File: config.mk
export PLATFORM = sky130hd
export DESIGN_NAME = pwr_clk_ctrl
export DESIGN_NICKNAME = d
export VERILOG_FILES = /design/src/rtl/pcc_pkg.sv /design/src/rtl/pcc_rst_sync.sv /design/src/rtl/pcc_clk_div.sv /design/src/rtl/pcc_mode_fsm.sv /design/src/rtl/pcc_strap.sv /design/src/rtl/pwr_clk_ctrl.sv
export SDC_FILE = /design/constraint.sdc
export NUM_CORES = 1
export LEC_CHECK = 0
export ABC_CLOCK_PERIOD_IN_PS = 1520
export BUFFER_PORTS_ARGS = -buffer_cell sky130_fd_sc_hd__buf_2
export CAP_MARGIN = 30
export CORE_MARGIN = 5
export CORE_UTILIZATION = 46
export CTS_BUF_LIST = sky130_fd_sc_hd__clkbuf_8
export CTS_CLUSTER_SIZE = 20
export DETAILED_ROUTE_END_ITERATION = 10
export HOLD_SLACK_MARGIN = 0.12
export PLACE_DENSITY = 0.76
export SYNTH_ARGS = -nofsm -noshare
export SYNTH_HDL_FRONTEND = slang
export SYNTH_HIERARCHICAL = 1
export SYNTH_SLANG_ARGS = --single-unit
export TNS_END_PERCENT = 50
File: constraint.sdc
create_clock -name clk -period 1.52 [get_ports clk]
set_input_delay 0.304 -clock clk [delete_from_list [all_inputs] [get_ports clk]]
set_output_delay 0.304 -clock clk [all_outputs]
set_load 0.03 [all_outputs]
File: src/rtl/pcc_pkg.sv
package pcc_pkg;
  typedef enum logic [2:0] {
    ST_RST  = 3'd0,
    ST_RUN  = 3'd1,
    ST_IDLE = 3'd2,
    ST_TKO  = 3'd3,
    ST_PD   = 3'd4
  } pm_state_e;
endpackage

File: src/rtl/pcc_rst_sync.sv
module pcc_rst_sync #(
  parameter int STAGES = 2
) (
  input  logic clk,
  input  logic rst_in,
  output logic rst_s
);
  logic [STAGES-1:0] sh_q;

  always_ff @(posedge clk) begin
    sh_q <= {sh_q[STAGES-2:0], rst_in};
  end

  assign rst_s = sh_q[STAGES-1];
endmodule

File: src/rtl/pcc_clk_div.sv
module pcc_clk_div (
  input  logic clk,
  input  logic run,
  output logic ph_q,
  output logic ph_d
);
  // toggle flop: one enable phase per two oscillator periods
  assign ph_d = run ? ~ph_q : 1'b0;

  always_ff @(posedge clk) begin
    ph_q <= ph_d;
  end
endmodule

File: src/rtl/pcc_mode_fsm.sv
module pcc_mode_fsm
  import pcc_pkg::*;
#(
  parameter int N_IRQ     = 4,
  parameter int WIN_TICKS = 12
) (
  input  logic             clk,
  input  logic             rst_s,
  input  logic             tick,
  input  logic [N_IRQ-1:0] irq_pend,
  input  logic             pcon_we,
  input  logic [1:0]       pcon_wdata,
  output pm_state_e        state_q,
  output pm_state_e        state_d
);
  localparam int CW = (WIN_TICKS > 1) ? $clog2(WIN_TICKS) : 1;
  localparam logic [CW-1:0] LAST = CW'(WIN_TICKS - 1);

  logic [CW-1:0] cnt_q, cnt_d;

  always_comb begin
    state_d = state_q;
    cnt_d   = cnt_q;
    case (state_q)
      ST_RST:  if (!rst_s) state_d = ST_RUN;
      ST_RUN: begin
        if (rst_s)                        state_d = ST_RST;
        else if (pcon_we && pcon_wdata[1]) state_d = ST_PD;
        else if (pcon_we && pcon_wdata[0]) state_d = ST_IDLE;
      end
      ST_IDLE: begin
        if (rst_s) begin
          state_d = ST_TKO;
          cnt_d   = '0;
        end else if (|irq_pend) begin
          state_d = ST_RUN;
        end
      end
      ST_TKO: begin
        if (tick) begin
          if (cnt_q == LAST) state_d = ST_RST;
          else               cnt_d   = cnt_q + 1'b1;
        end
      end
      ST_PD:   if (rst_s) state_d = ST_RST;
      default: state_d = ST_RST;
    endcase
  end

  always_ff @(posedge clk) begin
    state_q <= state_d;
    cnt_q   <= cnt_d;
  end
endmodule

File: src/rtl/pcc_strap.sv
module pcc_strap (
  input  logic clk,
  input  logic lock1,
  input  logic in_reset,
  input  logic ea_pin,
  output logic ea_q
);
  // no reset: with the lock set, the value is undefined until a reset samples it
  always_ff @(posedge clk) begin
    if (!lock1 || in_reset) ea_q <= ea_pin;
  end
endmodule

File: src/rtl/pwr_clk_ctrl.sv
module pwr_clk_ctrl
  import pcc_pkg::*;
#(
  parameter int N_IRQ       = 4,
  parameter int SYNC_STAGES = 2,
  parameter int MC_TICKS    = 6,
  parameter int WIN_MC      = 2
) (
  input  logic             clk,
  input  logic             rst_in,
  input  logic [N_IRQ-1:0] irq_pend,
  input  logic             pcon_we,
  input  logic [1:0]       pcon_wdata,
  input  logic             ram_we_i,
  input  logic             port_we_i,
  input  logic             lock1,
  input  logic             ea_pin,
  output logic             cpu_ce,
  output logic             per_ce,
  output logic             osc_run,
  output logic             core_rst,
  output logic             ram_wr_block,
  output logic             ram_we_o,
  output logic             port_we_o,
  output logic [1:0]       pcon_rd,
  output logic             ea_latched
);
  localparam int WIN_TICKS = MC_TICKS * WIN_MC;

  logic      rst_s;
  logic      ph_q, ph_d;
  pm_state_e st_q, st_d;
  logic      cpu_act_d;

  pcc_rst_sync #(.STAGES(SYNC_STAGES)) u_sync (
    .clk(clk), .rst_in(rst_in), .rst_s(rst_s)
  );

  pcc_clk_div u_div (
    .clk(clk), .run(osc_run), .ph_q(ph_q), .ph_d(ph_d)
  );

  pcc_mode_fsm #(.N_IRQ(N_IRQ), .WIN_TICKS(WIN_TICKS)) u_fsm (
    .clk(clk), .rst_s(rst_s), .tick(ph_q), .irq_pend(irq_pend),
    .pcon_we(pcon_we), .pcon_wdata(pcon_wdata),
    .state_q(st_q), .state_d(st_d)
  );

  pcc_strap u_strap (
    .clk(clk), .lock1(lock1), .in_reset(st_q == ST_RST),
    .ea_pin(ea_pin), .ea_q(ea_latched)
  );

  assign cpu_act_d = (st_d == ST_RUN) || (st_d == ST_TKO);

  always_ff @(posedge clk) begin
    cpu_ce       <= ph_d & cpu_act_d;
    per_ce       <= ph_d & (st_d != ST_PD);
    osc_run      <= (st_d != ST_PD);
    core_rst     <= (st_d == ST_RST);
    ram_wr_block <= (st_d == ST_TKO);
    ram_we_o     <= ram_we_i & (st_d != ST_TKO);
    port_we_o    <= port_we_i;
    pcon_rd      <= {st_d == ST_PD, st_d == ST_IDLE};
  end
endmodule

==> out/metrics.csv <==
metric,value,unit
final_cell_mix,"buf_2, dfxtp_1, buf_4",
grt_pass1_wl,2346,um
num_rows,14,
root_buffer,clkbuf_8,
fin_crit,1.534,ns
post-route-drc-count,0,
drive_gt1_frac,0.5408,
via_count,570,
internal_power,946.5,uW
pin_count,23,
outcome,finished with violations,
endpoint_kind,flop,
die_h,49.89,um
clk_latency,0.25,ns
synth.top_cell.area_share,0.4103,
peakVddDrop,0.9456,mV
worst_pin_slew,0.4508,ns
ys_ff_latch,20,
cts_setup_buffers,0,
syn_area_per_cell,12.20,um2
holdBufCountCts,0,
ys_seq_area_frac,0.6154,
drt_first_pass_iters,4,
routedWlPerCell,12.25,um
clock_power_share,0.250,
power,1.342,mW
fin_ws,-0.01438,ns
p_leak,0.4700,nW
p_switching,395.7,uW
setup_viol,5,
switching_share,0.2948,
rsz0062_at_grt,yes,
pre_cts_slack,-0.3058,ns
max_slew_margin,0.6984,
pwr-share-seq,0.496,
synth_area_leader_cell,dfxtp_1,
hold_violations,0,
ys_types,31,
arrival,1.68,ns
fin_skew,0.002306,ns
antenna_found_initial,0,
numCtsBuffers,3,
final_net_count,113,
synth.area.top_cells,"dfxtp_1, edfxtp_1, and3b_1",
cp.required,1.66,ns
nFillCells,111,
grt-ovfl-total,0,
max_cap_viol_count,0,
final_common_cell,buf_2,
hold_ws,0.1517,ns
violations,setup timing,
dieArea,2489,um2
drv_slew,0,
ant_nets,0,
syn_area,732.0,um2
htreeDepth,1,
num_antenna_cells,0,
grt_use_total,0.1184,
final_util,0.7068,
core-area,1506,um2
grt_max_degree,12,
path_clk_slew,0.07,ns
clockBufferDepth,2,
cts_tree,built,
viasPerCell,5.000,
hpwlAfterDp,1085,um
gp_congestion,0.7875,
numPortBuffers,22,
syn-num-nets,74,
period_share,1.009,
p_comb_frac,0.255,
start_util,0.4859,
ys_warn_count,6,
netlist_instances,60,
timing.fmax,651.7,MHz
crit_type,reg -> reg,
critPathMaxFanout,6,
hp-class,in -> reg,
cts.sinks,20,
routed_wl,1396,um
area_growth,45.47,%
startpoint_type,flop,
grt_pass1_vias,590,
powerDensity,1261,nW/um2
drt_iter0_drc,5,
dieWidth,49.89,um
-- critical path: stages (launching register included) --
cell and delay, ns:
edfxtp_1 0.37, ha_2 0.19, nand3b_1 0.16, o221ai_2 0.22, o41ai_4 0.16, nor3b_4 0.25
nor2b_1 0.07
-- cell usage after synthesis --
cell type,count
a21boi_0,1
a21oi_1,1
and3_1,1
and3b_1,2
buf_2,1
dfxtp_1,15
edfxtp_1,5
ha_1,1
inv_1,1
mux2_2,1
nand2_1,2
nand2b_1,2
nand3_1,3
nand3b_1,1
nand4b_1,1
nor2_1,3
nor2b_1,2
nor2b_2,1
nor2b_4,1
nor3_1,3
nor3b_1,1
nor3b_2,1
nor4_1,1
o211a_1,1
o221ai_1,2
o41ai_1,1
or2_2,1
or3_1,1
or4_1,1
xnor2_1,1
xor2_1,1
-- path summary, 6_finish.rpt --
check | from | to | slack (ns) | cells after the start
hold / removal | port_we_i | port_we_o | 0.15 | 1
setup / recovery | u_fsm/cnt_q[1] | per_ce | -0.01 | 6
setup reg to reg | u_fsm/cnt_q[1] | per_ce | -0.01 | 6
hold reg to reg | u_sync/sh_q[0] | u_sync/sh_q[1] | 0.34 | 0
-- area by class of cell --
type                    count  area [um2]  share of cell area
flip-flops and latches     20       451.7              0.4242
clock inverters             1       3.754            0.003525
repair buffers             35       211.5              0.1986
multi-input cells          38       332.8              0.3126
inverters                   1       3.754            0.003525
well taps                  16       20.02             0.01880
clock buffers               3       41.29             0.03878
-- registers in the layout (all words and copies together), names as in the netlist, 2 cells and up --
register       count
u_fsm/cnt_q        4
u_fsm/state_q      3
u_sync/sh_q        2
pcon_rd            2
-- power by group through the flow --
stage | Sequential (mW) | Clock [mW] | Combinational [mW]
after global routing | 0.673 | 0.371 | 0.371
after CTS | 0.663 | 0.346 | 0.338
after detailed placement | 0.668 | 0 | 0.311
final | 0.665 | 0.335 | 0.342
after global placement | 0.668 | 0 | 0.306
after floorplan | 0.751 | 0 | 0.111
-- cells by family after synthesis --
family          count (synthesis)  share of synthesized area
simple gates                   28                     0.2496
compound gates                  6                    0.06667
flops                          20                     0.6154
mux                             1                    0.01538
buf+inv                         2                    0.01195
xor+xnor                        2                    0.02394
fa+ha+maj                       1                    0.01709
-- metrics by stage --
step / setup TNS, ns / instances / cell area [um2]
floorplan: -0.07637 / 60 / 732.0
global placement: -1.638 / 110 / 954.7
detailed placement: -1.874 / 110 / 954.7
CTS: -0.2548 / 114 / 1049
global route: -0.8347 / 114 / 1065
finish: -0.04285 / 114 / 1065
-- timing repair --
action,4_1_cts,5_1_grt
pin swaps,4,1
resized for setup,8,5
endpoints found under the setup margin,11,12
-- per-layer routing --
metal  part of all wire  global-route usage  vias up
met2               0.49              0.1907       14
met1               0.45              0.1431      261
li1                   -                   -      293
met3              0.054             0.04217        2
met4             0.0064             0.04367        0
met5                  0                   0        -
Power figures use the tool's default switching activity.
